## src/rtl/i2c_rs_pkg.sv

```systemverilog
package i2c_rs_pkg;
  typedef enum logic [3:0] {
    ST_IDLE,
    ST_ADDR,
    ST_ADDR_ACK,
    ST_REG,
    ST_REG_ACK,
    ST_WDATA,
    ST_WDATA_ACK,
    ST_RDATA,
    ST_RDATA_ACK
  } rs_state_e;
endpackage

```

## src/rtl/i2c_rs_sync.sv

```systemverilog
module i2c_rs_sync #(
  parameter int   STAGES  = 2,
  parameter logic RST_VAL = 1'b1
) (
  input  logic clk_i,
  input  logic rst_ni,
  input  logic d_i,
  output logic q_o
);
  logic [STAGES-1:0] sr_q;

  always_ff @(posedge clk_i or negedge rst_ni) begin
    if (!rst_ni) sr_q <= {STAGES{RST_VAL}};
    else         sr_q <= {sr_q[STAGES-2:0], d_i};
  end

  assign q_o = sr_q[STAGES-1];
endmodule

```

## src/rtl/i2c_rs_cond.sv

```systemverilog
module i2c_rs_cond (
  input  logic clk_i,
  input  logic rst_ni,
  input  logic scl_i,
  input  logic sda_i,
  output logic start_o,
  output logic stop_o,
  output logic rise_o,
  output logic fall_o
);
  logic scl_d, sda_d;

  always_ff @(posedge clk_i or negedge rst_ni) begin
    if (!rst_ni) begin
      scl_d <= 1'b1;
      sda_d <= 1'b1;
    end else begin
      scl_d <= scl_i;
      sda_d <= sda_i;
    end
  end

  // data edges while clock stays high are bus conditions
  assign start_o = scl_d & scl_i & sda_d & ~sda_i;
  assign stop_o  = scl_d & scl_i & ~sda_d & sda_i;
  assign rise_o  = ~scl_d & scl_i;
  assign fall_o  = scl_d & ~scl_i;
endmodule

```

## src/rtl/i2c_rs_ptr.sv

```systemverilog
module i2c_rs_ptr #(
  parameter int          AW   = 8,
  parameter logic [AW-1:0] LAST = 8'h33
) (
  input  logic          clk_i,
  input  logic          rst_ni,
  input  logic          load_i,
  input  logic [AW-1:0] load_val_i,
  input  logic          inc_i,
  output logic [AW-1:0] ptr_o
);
  logic [AW-1:0] ptr_q;

  always_ff @(posedge clk_i or negedge rst_ni) begin
    if (!rst_ni)     ptr_q <= '0;
    else if (load_i) ptr_q <= load_val_i;
    else if (inc_i)  ptr_q <= (ptr_q >= LAST) ? '0 : ptr_q + 1'b1;
  end

  assign ptr_o = ptr_q;

  p_ptr_inc_r3: assert property (@(posedge clk_i) disable iff (!rst_ni)
    (inc_i && !load_i && ptr_q < LAST) |=> ptr_q == $past(ptr_q) + 1'b1);

  p_ptr_wrap_r4: assert property (@(posedge clk_i) disable iff (!rst_ni)
    (inc_i && !load_i && ptr_q >= LAST) |=> ptr_q == '0);
endmodule

```

## src/rtl/i2c_reg_slave.sv

```systemverilog
module i2c_reg_slave
  import i2c_rs_pkg::*;
#(
  parameter logic [6:0] DEV_ADDR    = 7'h3A,
  parameter int         NUM_REGS    = 52,
  parameter int         SYNC_STAGES = 2
) (
  input  logic       clk_i,
  input  logic       rst_ni,
  input  logic       scl_i,
  input  logic       sda_i,
  output logic       sda_oe_o,
  output logic [7:0] reg_addr_o,
  output logic       reg_wr_o,
  output logic [7:0] reg_wdata_o,
  input  logic [7:0] reg_rdata_i
);
  localparam int         NLINES    = 2;
  localparam logic [7:0] LAST_ADDR = 8'(NUM_REGS - 1);

  logic [NLINES-1:0] line_raw, line_s;
  assign line_raw = {sda_i, scl_i};

  for (genvar g = 0; g < NLINES; g++) begin : g_sync
    i2c_rs_sync #(.STAGES(SYNC_STAGES), .RST_VAL(1'b1)) u_sync (
      .clk_i (clk_i),
      .rst_ni(rst_ni),
      .d_i   (line_raw[g]),
      .q_o   (line_s[g])
    );
  end

  logic scl_s, sda_s;
  assign scl_s = line_s[0];
  assign sda_s = line_s[1];

  logic start_det, stop_det, scl_rise, scl_fall;
  i2c_rs_cond u_cond (
    .clk_i  (clk_i),
    .rst_ni (rst_ni),
    .scl_i  (scl_s),
    .sda_i  (sda_s),
    .start_o(start_det),
    .stop_o (stop_det),
    .rise_o (scl_rise),
    .fall_o (scl_fall)
  );

  rs_state_e  state_q;
  logic [2:0] bit_q;
  logic [7:0] shr_q, wdata_q, load_val_q;
  logic       rw_q, oe_q, ack_on_q, got_ack_q, wr_q, inc_q, load_q;
  logic [7:0] ptr, byte_in, rd_byte;

  i2c_rs_ptr #(.AW(8), .LAST(LAST_ADDR)) u_ptr (
    .clk_i     (clk_i),
    .rst_ni    (rst_ni),
    .load_i    (load_q),
    .load_val_i(load_val_q),
    .inc_i     (inc_q),
    .ptr_o     (ptr)
  );

  assign byte_in = {shr_q[6:0], sda_s};
  assign rd_byte = (ptr > LAST_ADDR) ? 8'h00 : reg_rdata_i;

  always_ff @(posedge clk_i or negedge rst_ni) begin
    if (!rst_ni) begin
      state_q    <= ST_IDLE;
      bit_q      <= '0;
      shr_q      <= '0;
      wdata_q    <= '0;
      load_val_q <= '0;
      rw_q       <= 1'b0;
      oe_q       <= 1'b0;
      ack_on_q   <= 1'b0;
      got_ack_q  <= 1'b0;
      wr_q       <= 1'b0;
      inc_q      <= 1'b0;
      load_q     <= 1'b0;
    end else begin
      wr_q   <= 1'b0;
      inc_q  <= 1'b0;
      load_q <= 1'b0;
      if (stop_det) begin
        state_q   <= ST_IDLE;
        oe_q      <= 1'b0;
        ack_on_q  <= 1'b0;
        got_ack_q <= 1'b0;
      end else if (start_det) begin
        state_q   <= ST_ADDR;
        bit_q     <= '0;
        oe_q      <= 1'b0;
        ack_on_q  <= 1'b0;
        got_ack_q <= 1'b0;
      end else if (scl_rise) begin
        case (state_q)
          ST_ADDR, ST_REG, ST_WDATA: begin
            shr_q <= byte_in;
            bit_q <= bit_q + 3'd1;
            if (bit_q == 3'd7) begin
              case (state_q)
                ST_ADDR: begin
                  if (byte_in[7:1] == DEV_ADDR) begin
                    state_q <= ST_ADDR_ACK;
                    rw_q    <= byte_in[0];
                  end else begin
                    state_q <= ST_IDLE;
                  end
                end
                ST_REG: begin
                  state_q    <= ST_REG_ACK;
                  load_q     <= 1'b1;
                  load_val_q <= byte_in;
                end
                default: begin
                  state_q <= ST_WDATA_ACK;
                  wr_q    <= (ptr <= LAST_ADDR);
                  wdata_q <= byte_in;
                  inc_q   <= 1'b1;
                end
              endcase
            end
          end
          ST_RDATA: begin
            bit_q <= bit_q + 3'd1;
            if (bit_q == 3'd7) begin
              state_q <= ST_RDATA_ACK;
              inc_q   <= 1'b1;
            end
          end
          ST_RDATA_ACK: begin
            if (!sda_s) got_ack_q <= 1'b1;
            else        state_q   <= ST_IDLE;
          end
          default: ;
        endcase
      end else if (scl_fall) begin
        case (state_q)
          ST_ADDR_ACK, ST_REG_ACK, ST_WDATA_ACK: begin
            if (!ack_on_q) begin
              ack_on_q <= 1'b1;
              oe_q     <= 1'b1;
            end else begin
              ack_on_q <= 1'b0;
              bit_q    <= '0;
              if (state_q == ST_ADDR_ACK && rw_q) begin
                state_q <= ST_RDATA;
                shr_q   <= rd_byte;
                oe_q    <= ~rd_byte[7];
              end else begin
                oe_q    <= 1'b0;
                state_q <= (state_q == ST_ADDR_ACK) ? ST_REG : ST_WDATA;
              end
            end
          end
          ST_RDATA: begin
            shr_q <= {shr_q[6:0], 1'b0};
            oe_q  <= ~shr_q[6];
          end
          ST_RDATA_ACK: begin
            if (got_ack_q) begin
              got_ack_q <= 1'b0;
              state_q   <= ST_RDATA;
              bit_q     <= '0;
              shr_q     <= rd_byte;
              oe_q      <= ~rd_byte[7];
            end else begin
              oe_q <= 1'b0;
            end
          end
          default: ;
        endcase
      end
    end
  end

  assign sda_oe_o    = oe_q;
  assign reg_addr_o  = ptr;
  assign reg_wr_o    = wr_q;
  assign reg_wdata_o = wdata_q;

  p_start_addr_r1: assert property (@(posedge clk_i) disable iff (!rst_ni)
    start_det |=> state_q == ST_ADDR);

  p_wr_state_r2: assert property (@(posedge clk_i) disable iff (!rst_ni)
    reg_wr_o |-> state_q == ST_WDATA_ACK);

  p_idle_release_r7: assert property (@(posedge clk_i) disable iff (!rst_ni)
    state_q == ST_IDLE |-> !sda_oe_o);

  p_wr_range_r8: assert property (@(posedge clk_i) disable iff (!rst_ni)
    reg_wr_o |-> reg_addr_o <= LAST_ADDR);

  p_oe_scl_low_r10: assert property (@(posedge clk_i) disable iff (!rst_ni)
    (scl_s && $past(scl_s)) |-> $stable(sda_oe_o));
endmodule

```

## config.mk

```make
export PLATFORM = sky130hd
export DESIGN_NAME = i2c_reg_slave
export DESIGN_NICKNAME = d
export VERILOG_FILES = /design/src/rtl/i2c_rs_pkg.sv /design/src/rtl/i2c_rs_sync.sv /design/src/rtl/i2c_rs_cond.sv /design/src/rtl/i2c_rs_ptr.sv /design/src/rtl/i2c_reg_slave.sv
export SDC_FILE = /design/constraint.sdc
export NUM_CORES = 1
export LEC_CHECK = 0
export ABC_AREA = 1
export BUFFER_PORTS_ARGS = -buffer_cell sky130_fd_sc_hd__clkbuf_2
export CORE_MARGIN = 10
export CORE_UTILIZATION = 53
export CTS_CLUSTER_DIAMETER = 120
export DETAILED_ROUTE_END_ITERATION = 6
export GPL_TIMING_DRIVEN = 0
export PLACE_DENSITY_LB_ADDON = 0.3
export SETUP_SLACK_MARGIN = 0.02
export SYNTH_ARGS = -nofsm -noshare
export SYNTH_HDL_FRONTEND = slang
export SYNTH_SLANG_ARGS = --single-unit
export TNS_END_PERCENT = 20
```

## constraint.sdc

```tcl
create_clock -name clk_i -period 1.9 [get_ports clk_i]
set_clock_uncertainty 0.15 [all_clocks]
set_input_delay 0.095 -clock clk_i [delete_from_list [all_inputs] [get_ports clk_i]]
set_output_delay 0.095 -clock clk_i [all_outputs]
set_load 0.02 [all_outputs]
```

# After elaboration in Yosys (flattened, before gate mapping)
# Index checks and enable logic that the tools add are counted.
[totals] reg_bits=51
[op_classes] order_cmp=3 n_eq_ne=25 addsub=2 muxes=73 bitwise=16 n_reduce_logical=25
[ops] op="$mux W7" count=6
[ops] op="$mux W1" count=38
[ops] op="$mux W4" count=9
[ops] op="$mux W8" count=4
[ops] op="$mux W3" count=8
[ops] op="$pmux W7 S3" count=1
[ops] op="$ne A5 B5 Y1 const B" count=4
[ops] op="$reduce_and A6 Y1" count=3
[ops] op="$eq A4 B3 Y1 const B" count=4
[ops] op="$pmux W4 S2" count=2
[ops] op="$reduce_and A8 Y1" count=2
[ops] op="$ne A3 B3 Y1 const B" count=5
[ops] op="$ne A4 B4 Y1 const B" count=3
[ops] op="$pmux W4 S3" count=1
[ops] op="$reduce_bool A3 Y1" count=4
[ops] op="$reduce_bool A4 Y1" count=3
[ops] op="$reduce_bool A5 Y1" count=2
[ops] op="$not A1 Y1" count=9
[ops] op="$reduce_and A3 Y1" count=3
[ops] op="$add A8 B1 Y8 const B" count=1
[ops] op="$eq A4 B2 Y1 const B" count=2
[ops] op="$ge A8 B6 Y1 const B" count=1
[ops] op="$gt A8 B6 Y1 const B" count=1
[ops] op="$le A8 B6 Y1 const B" count=1
[ops] op="other kinds (19)" count=27

# Longest topological paths before layout
# Gate-level depths: netlist (run 1).
[depth] ltp_word=10 mapped_depth=11 ltp_nobuf=11

# Modules after synthesis
# Synthesis (run 1) repeated with hierarchy kept, for this count alone.
[hier_totals] hier_cells=373 area_unflattened_um2=2972.9
[modules_own_cells] mod="i2c_reg_slave" cells_per_inst=302 instances=1 seq_area_each_um2=925.9 area_each_um2=2299.7
[modules_own_cells] mod="i2c_rs_ptr" cells_per_inst=54 instances=1 seq_area_each_um2=200.2 area_each_um2=474.2
[modules_own_cells] mod="i2c_rs_sync" cells_per_inst=2 instances=2 seq_area_each_um2=52.6 area_each_um2=52.6
[modules_own_cells] mod="i2c_rs_cond" cells_per_inst=13 instances=1 seq_area_each_um2=52.6 area_each_um2=93.8

# Worst setup path before layout (run 1)
# Ideal clock, no wire load.
[synth_path] path_kind="flip-flop to flip-flop" start="reg u_cond.scl_d" end="reg shr_q[5]" required_ns=1.685 slack_ns=0.030 stages_incl_launch_ff=10 arrival_time_ns=1.655 setup_ns=0.065 synth_period_minus_slack_ns=1.870 n_path_buf=2 path_cell_list="dfstp_2 inv_1 ha_1 buf_2 a21oi_1 buf_4 nand3_1 o21ai_0 nand3_1 nand2_1"
[synth_via] elab_chain_len=5 elab_cells_between_ends=18
[synth_rtl] element="start: declaration" line_no="i2c_rs_cond.sv:11" rtl="logic scl_d, sda_d;"
[synth_rtl] element="start signal: assignment" line_no="i2c_rs_cond.sv:18" rtl="scl_d <= scl_i;"
[synth_rtl] element="$and A1 B1 Y1" line_no="i2c_rs_cond.sv:24, i2c_rs_cond.sv:25"
[synth_rtl] element="$and A1 B1 Y1 (on tied branches) (2 in a row)" line_no="i2c_rs_cond.sv:24, i2c_rs_cond.sv:25"
[synth_rtl] element="$not A1 Y1 (no source line)"
[synth_rtl] element="$reduce_and A8 Y1 (no source line)"
[synth_rtl] element="end signal: assignment" line_no="i2c_reg_slave.sv:99" rtl="shr_q <= byte_in;"
[synth_rtl] element="end signal: assignment" line_no="i2c_reg_slave.sv:149" rtl="shr_q <= rd_byte;"
[synth_rtl] element="end signal: assignment" line_no="i2c_reg_slave.sv:158" rtl="shr_q <= {shr_q[6:0], 1'b0};"
[synth_rtl] element="end: declaration" line_no="i2c_reg_slave.sv:51" rtl="logic [7:0] shr_q, wdata_q, load_val_q;"
# Several ways; a longest one is shown, not always the timed one.
# A chain may end at the register's enable or synchronous reset.

# Final worst setup path (run 1)
[layout_path] start="reg g_sync[0].u_sync.sr_q[1]" end="reg bit_q[0]"
[layout_via] elab_chain_len=5 elab_cells_between_ends=17
[layout_rtl] element="start: declaration" line_no="i2c_rs_sync.sv:10" rtl="logic [STAGES-1:0] sr_q;"
[layout_rtl] element="start signal: assignment" line_no="i2c_rs_sync.sv:13" rtl="if (!rst_ni) sr_q <= {STAGES{RST_VAL}};"
[layout_rtl] element="start signal: assignment" line_no="i2c_rs_sync.sv:14" rtl="else sr_q <= {sr_q[STAGES-2:0], d_i};"
[layout_rtl] element="$and A1 B1 Y1" line_no="i2c_rs_cond.sv:24, i2c_rs_cond.sv:25"
[layout_rtl] element="$and A1 B1 Y1 (on tied branches) (2 in a row)" line_no="i2c_rs_cond.sv:24, i2c_rs_cond.sv:25"
[layout_rtl] element="$ne A4 B4 Y1 (no source line) (tied with other cells)"
[layout_rtl] element="$reduce_and A6 Y1 (no source line)"
[layout_rtl] element="end signal: assignment" line_no="i2c_reg_slave.sv:100" rtl="bit_q <= bit_q + 3'd1;"
[layout_rtl] element="end signal: assignment" line_no="i2c_reg_slave.sv:126" rtl="bit_q <= bit_q + 3'd1;"
[layout_rtl] element="end: declaration" line_no="i2c_reg_slave.sv:50" rtl="logic [2:0] bit_q;"
# Several ways; a longest one is shown, not always the timed one.

==> results of run 1 <==
==> synth_stat cells (all sizes together) <==
| cell | n |
|---|---|
| nand2 | 110 |
| dfrtp | 45 |
| nor2 | 44 |
| inv | 38 |
| o21ai | 34 |
| nand3 | 32 |
| dfstp | 6 |
| ha | 6 |
| a21oi | 5 |
| buf | 5 |
| nand4 | 5 |
| nor3 | 3 |
| a22oi | 2 |
| nand3b | 2 |
| xor2 | 2 |
| a22o | 1 |
| and3 | 1 |
| o211ai | 1 |
| xnor2 | 1 |
==> worst max-delay path by stage <==
stage | start | endpoint | cells after the start
final | g_sync[0].u_sync.sr_q[1]$_DFF_PN1_ | bit_q[0]$_DFFE_PN0P_ | 9
after global placement | u_cond.scl_d$_DFF_PN1_ | shr_q[5]$_DFFE_PN0P_ | 9
after global routing | g_sync[0].u_sync.sr_q[1]$_DFF_PN1_ | state_q[2]$_DFFE_PN0P_ | 10
after floorplan | u_cond.scl_d$_DFF_PN1_ | shr_q[5]$_DFFE_PN0P_ | 9
after detailed placement | u_cond.scl_d$_DFF_PN1_ | shr_q[4]$_DFFE_PN0P_ | 9
after CTS | g_sync[0].u_sync.sr_q[1]$_DFF_PN1_ | bit_q[0]$_DFFE_PN0P_ | 7
==> routing by layer <==
metal,up-vias,wire length (um)
li1,1205,-
met1,1126,2740
met2,70,3230
met3,12,383
met4,0,121
met5,-,0
==> area by class of cell <==
cell class	instances	area, um2
Fill cell	415	1660
Multi-Input combinational cell	249	1390
Sequential cell	51	1280
Timing Repair Buffer	49	344
Inverter	38	149
Tap cell	70	87.6
Clock buffer	6	72.6
Buffer	5	50.0
Clock inverter	2	38.8
==> cells in the final DEF, fill, tap and decap left out, types with 8 or more instances in the layout <==
cell and count:
o21ai_2 10, nand2_2 10, inv_1 29, nand3_1 27
nor2_1 34, buf_4 9, dlygate4sd3_1 8, clkbuf_2 29
nand2_1 98, dfrtp_1 44, o21ai_0 20
==> state kept, by name (all words and copies together), names as in the netlist <==
name / flops
ack_on_q: 1
bit_q: 3
g_sync.u_sync.sr_q: 4
got_ack_q: 1
inc_q: 1
load_q: 1
load_val_q: 8
reg_wdata_o: 8
reg_wr_o: 1
rw_q: 1
sda_oe_o: 1
shr_q: 7
state_q: 4
u_cond.scl_d: 1
u_cond.sda_d: 1
u_ptr.ptr_o: 8
==> cells by family after synthesis <==
kind of cell    after synthesis
flops                        51
simple gates                197
compound gates               43
xor+xnor                      3
buf+inv                      43
fa+ha+maj                     6
==> tightest hold or removal path, delay by kind of cell <==
family	cells	cell delay (ps)
AOI/OAI and AO/OA	1	70
buffers and inverters	1	90
and+or+nand+nor	3	170
==> through the flow <==
stage               hold slack [ps]  TNS, ps  total power, mW
finish                         5.79        0             3.28
global route                   38.2     -472             3.48
CTS                            4.14    -1.95             3.15
detailed placement             33.9    -2060             2.34
global placement               32.2    -1400             2.32
floorplan                      -351        0             2.09
==> power by group <==
group	total (mW)	internal (mW)	switching, mW
registers	1.37	1.23	0.145
clock network	0.769	0.398	0.371
logic	1.14	0.391	0.749
==> repair_timing <==
| action | in CTS | in global routing |
|---|---|---|
| hold buffers | 8 | 0 |
| gates resized for setup | 10 | 27 |
| setup endpoints to repair | 16 | 31 |
| buffers inserted | 1 | 11 |
| pin swaps | 2 | 11 |
| hold endpoints to repair | 52 | 0 |
==> impl_results.md, run 1 <==
- Crit path top cell by count: nand2_1
- Placed insts: 442
- Status: complete, no violations
- Vias in the first global route: 2250
- Initial antenna violation count: 0
- Post-route DRC: 0
- Gr usage total: 0.150
- Largest family of logic cells by synthesized area: simple AND/OR/NAND/NOR gates
- Max Cap Violations: 0
- Starting Density: 0.543
- Crit Path Max Fanout: 6
- Unrepaired setup endpoints after global routing: yes
- Rows: 26
- Top cells by area, synth: dfrtp_1 (41%), nand2_1 (14%), dfstp_2 (5.7%)
- Placed inst area: 2990 um2
- Setup WS pre-CTS: -237 ps
- Adder-cell share of the synthesized area: 0.0273
- Critical path's top delay family: flip-flops
- Clock Root Buffer: clkbuf_8
- Mux cell area share after synthesis: 0
- LEAKAGE: approximately 1.8 nW
- Measured slew at the worst slew-check pin: 1240 ps
- Min-Delay Path Depth: 5
- Drt first pass iters: 4
- GRT overflow: 0
- CP required: 2000 ps
- Top cell type's share of synthesized area: 0.409
- Reg clk slew, reported paths: 90 ps
- H-Tree Level Count: 2
- P per Cell Area: 962 nW/um2
- Crit path DAT: 1940 ps
- Compound-Gate Fraction of Synth Area: 0.0945
- DR vias: 2413
- Xor/xnor cell area share of the yosys netlist: 0.00954
- Clk_lat worst skew: 310 ps
- Hold path endpoint: shr_q[3]$_DFFE_PN0P_
- Clock buffer depth: 2
- Die extent in x: between 90 and 100 um
- GR peak layer: met2
- Hold Crit Class: input pin to flop
- GRT met2 Usage: 0.256
- M1 GR Usage: 0.176
- Initial DRC Count: 96
- Synth warn: 0
- Setup Viol. Count Final: 0
- Seq cells post-synth: 51
- Area Growth Syn to Fin: 23.9%
- Fraction of layout instances using a drive strength above 1: 0.283
- Syn Inst Count: 343
- Drt wl/cell: 13.8 um
- Slew Viols, Final: 0
- Vias per cell: 5.13
- Sequential share of the synthesized area: 0.466
- Post-route insts no fill: 470
- Largest net degree at the start of global routing: 52
- Fin crit share: 0.966
- Mapped Nets: around 360
- First-pass GRT wire length: 10500 um
- Die height: 92.1 um
- Syn avg cell area: 8.03 um2
- RR Endpoint: bit_q[0]$_DFFE_PN0P_
- RD Place Congestion: 0.856
- Synth Area in Simple Gates: 0.336
- Hpwl dp: 4610 um
- Final wirelength: between 6000 and 7000 um
- Fin util: 0.673
- Critical Path Sink Type: flop
- CP cell instances: ha_4 > clkinvlp_4 > nor2_1 > nand2_1 > nand2_1 > inv_1 > nand3_2 > nand2_1 > nand2_1
- Peak supply drop: 565 uV
- I/O Pins: 30
- Startpoint Class: flop
- Count of cell types in the netlist: 33
- # port buffers: 29
- Clock buffer count from CTS: 5
- Critical Path Slowest Stage Cell: dfstp_2
- Final std cell area, no fill: around 3400 um2
- Area leader, netlist: dfrtp_1
- Full die area: 8480 um2
- Worst-case reg-to-reg path depth: 9
- Slew margin rel.: 0.175
- CTS tree: done
- Worst R2R Setup Slack: 70 ps
- Crit path kind: flop to flop
- Post-route antenna net violation count: 0
- CTS Sinks: between 50 and 60
- Worst Hold Launch: reg_rdata_i[3]
- Post-Syn Area: between 2000 and 3000 um2
- Peak Freq: approximately 550 MHz
- Worst Path Buf+Inv: 2
- Final worst setup slack: 65.4 ps
- Ant. Diodes: 0
- Final min period: 1830 ps
- Global Route met3 Usage: 0.0407
- Final hold viol count: 0
- Critical R2R Launch: g_sync[0].u_sync.sr_q[1]$_DFF_PN1_
- Nets: about 420
- Critical Path Max Stage Delay: ~600 ps
- Core Area: around 5100 um2
No activity file was read; power rests on OpenSTA's default activity.
==> inputs of run 2 (changes only) <==
Settings changed: HOLD_SLACK_MARGIN from default to 0.08.
==> impl_results.md, run 2 (same netlist as run 1, synthesis figures left out) <==
- Final hold viol count: 0 (unchanged)
- # port buffers: 29 (unchanged)
- CP cell instances: ha_4 > clkinvlp_4 > nor2_1 > nand2_1 > nand2_1 > inv_1 > nand3_2 > nand2_1 > nand2_1
- Initial DRC Count: 93 (-3.1%)
- Starting Density: 0.543 (unchanged)
- Rows: 26 (unchanged)
- Drt wl/cell: 13.8 um (+0.12%)
- Die height: 92.1 um (unchanged)
- Max Cap Violations: 0 (unchanged)
- Measured slew at the worst slew-check pin: 1240 ps (-2.62 ps)
- Largest net degree at the start of global routing: 52 (unchanged)
- Area Growth Syn to Fin: 25.0%
- Clock buffer count from CTS: 5 (unchanged)
- Clock Power Share: 0.234 (about the same)
- Most frequent cells in the layout: nand2_1 (98), dfrtp_1 (44), nor2_1 (34)
- Slew Viols, Final: 0 (unchanged)
- Clk_lat worst skew: 310 ps (about the same)
- Die extent in x: 92.1 um (unchanged)
- Most common cell after layout, fill and taps aside: nand2_1
- P per Cell Area: 955 nW/um2 (-0.71%)
- Peak supply drop: 566 uV (+0.31%)
- First-pass GRT wire length: 10600 um (+0.86%)
- GR peak layer: met2
- Hold Crit Class: flop to flop
- Crit Path Max Fanout: 6 (unchanged)
- Startpoint Class: flop
- Internal power: 2.02 mW (+0.20%)
- Post-route antenna net violation count: 0 (unchanged)
- Unrepaired setup endpoints after global routing: yes
- Sw power: 1.27 mW (+0.11%)
- Placed insts: 442 (unchanged)
- Flop pwr share: 0.418 (about the same)
- Post-route insts no fill: 473 (+0.64%)
- LEAKAGE: 1.82 nW (+0.69%)
- GRT overflow: 0 (unchanged)
- Critical Path Slowest Stage Cell: dfstp_2
- Fin util: 0.679 (+0.00592)
- Worst Hold Launch: g_sync[0].u_sync.sr_q[0]$_DFF_PN1_
- Nets: 420 (+0.72%)
- Global Route met3 Usage: 0.0399 (-0.000815)
- CTS tree: done
- Reg clk slew, reported paths: 90 ps (about the same)
- Core Area: 5070 um2 (unchanged)
- Final wirelength: 6520 um (+0.76%)
- Critical Path Max Stage Delay: 600 ps (about the same)
- Critical R2R Launch: g_sync[0].u_sync.sr_q[1]$_DFF_PN1_
- Fraction of layout instances using a drive strength above 1: 0.280 (-0.00210)
- Initial antenna violation count: 0 (unchanged)
- Clock Root Buffer: clkbuf_8
- Slew margin rel.: 0.177 (+0.00175)
- Clock buffer depth: 2 (unchanged)
- I/O Pins: 30 (unchanged)
- Post-route DRC: 0 (unchanged)
- Vias per cell: 5.12 (-0.22%)
- GRT met2 Usage: 0.259 (+0.00353)
- Critical Path Sink Type: flop
- RD Place Congestion: 0.856 (unchanged)
- Drt first pass iters: 4 (unchanged)
- Crit path top cell by count: nand2_1
- Full die area: 8480 um2 (unchanged)
- Setup Viol. Count Final: 0 (unchanged)
- Gate power share: 0.348 (about the same)
- Setup crit start: g_sync[0].u_sync.sr_q[1]$_DFF_PN1_
- Gr usage total: 0.151 (+0.00136)
- CTS Sinks: 51 (unchanged)
- Crit path kind: flop to flop
- Worst hold slack: 211 ps (+205 ps)
- CP required: 2000 ps (about the same)
- Fin crit share: 0.971 (+0.00530)
- M1 GR Usage: 0.177 (+0.00148)
- Status: complete, no violations
- H-Tree Level Count: 2 (unchanged)
- DR vias: 2423 (+0.41%)
- Final min period: 1840 ps (+10.1 ps)
- Sw frac: 0.385 (about the same)
- Crit path DAT: 1950 ps (about the same)
- Peak Freq: 542 MHz (-0.55%)
- Ant. Diodes: 0 (unchanged)
- Vias in the first global route: 2265 (+0.67%)
- Hpwl dp: 4610 um (unchanged)
run 2: path summary, 6_finish.rpt:
check | end | slack [ps] | cells after the start
worst max-delay path | bit_q[0]$_DFFE_PN0P_ | 60 | 9
worst min register to register | g_sync[0].u_sync.sr_q[1]$_DFF_PN1_ | 210 | 0
max in group asynchronous | state_q[3]$_DFFE_PN0P_ | 360 | 2
worst min-delay path | g_sync[0].u_sync.sr_q[1]$_DFF_PN1_ | 210 | 0
worst max register to register | bit_q[0]$_DFFE_PN0P_ | 60 | 9
min in group asynchronous | u_ptr.ptr_o[3]$_DFFE_PN0P_ | 420 | 2
run 2: critical path: cells and delay by family (launching register included):
kind	cells	cell delay, ps
adders and majority gates	1	230
buffers and inverters	2	250
DFF	1	600
and+or+nand+nor	6	550
run 2: metrics by stage:
stage / TNS [ps] / instance area [um2] / total power, mW / setup WS [ps]
2_1_floorplan: 0 / 2750 / 2.09 / 30.0
4_1_cts: -1.95 / 3250 / 3.16 / -1.95
3_3_place_gp: -1400 / 2990 / 2.32 / -188
5_1_grt: -472 / 3440 / 3.49 / -86.1
6_report: 0 / 3440 / 3.29 / 55.3
3_5_place_dp: -2060 / 2990 / 2.34 / -237
run 2: cell type report:
cell class,count,area (um2)
fillers,412,1630
multi-input cells,249,1390
flip-flops and latches,51,1280
repair buffers,52,374
inverters,38,149
well taps,70,87.6
clock buffers,6,72.6
plain buffers,5,50.0
clock inverters,2,38.8
run 2: power by group through the flow:
stage	logic, mW	clock network, mW	registers, mW
finish	1.15	0.769	1.37
global route	1.28	0.818	1.39
CTS	1.01	0.787	1.36
detailed placement	0.958	0	1.38
global placement	0.944	0	1.38
floorplan	0.734	0	1.35
run 2: repair_timing:
action                     4_1_cts  5_1_grt
setup endpoints to repair       16       31
setup buffers                    1       11
hold buffers                    11        0
hold endpoints to repair        55        0
pin swaps                        2       11
resized for setup               10       27
cloned                           0        0
run 2: metal layers:
metal | part of all wire | vias up
li1 | - | 1210
met1 | 0.43 | 1147
met2 | 0.50 | 56
met3 | 0.050 | 10
met4 | 0.015 | 0
met5 | 0 | -
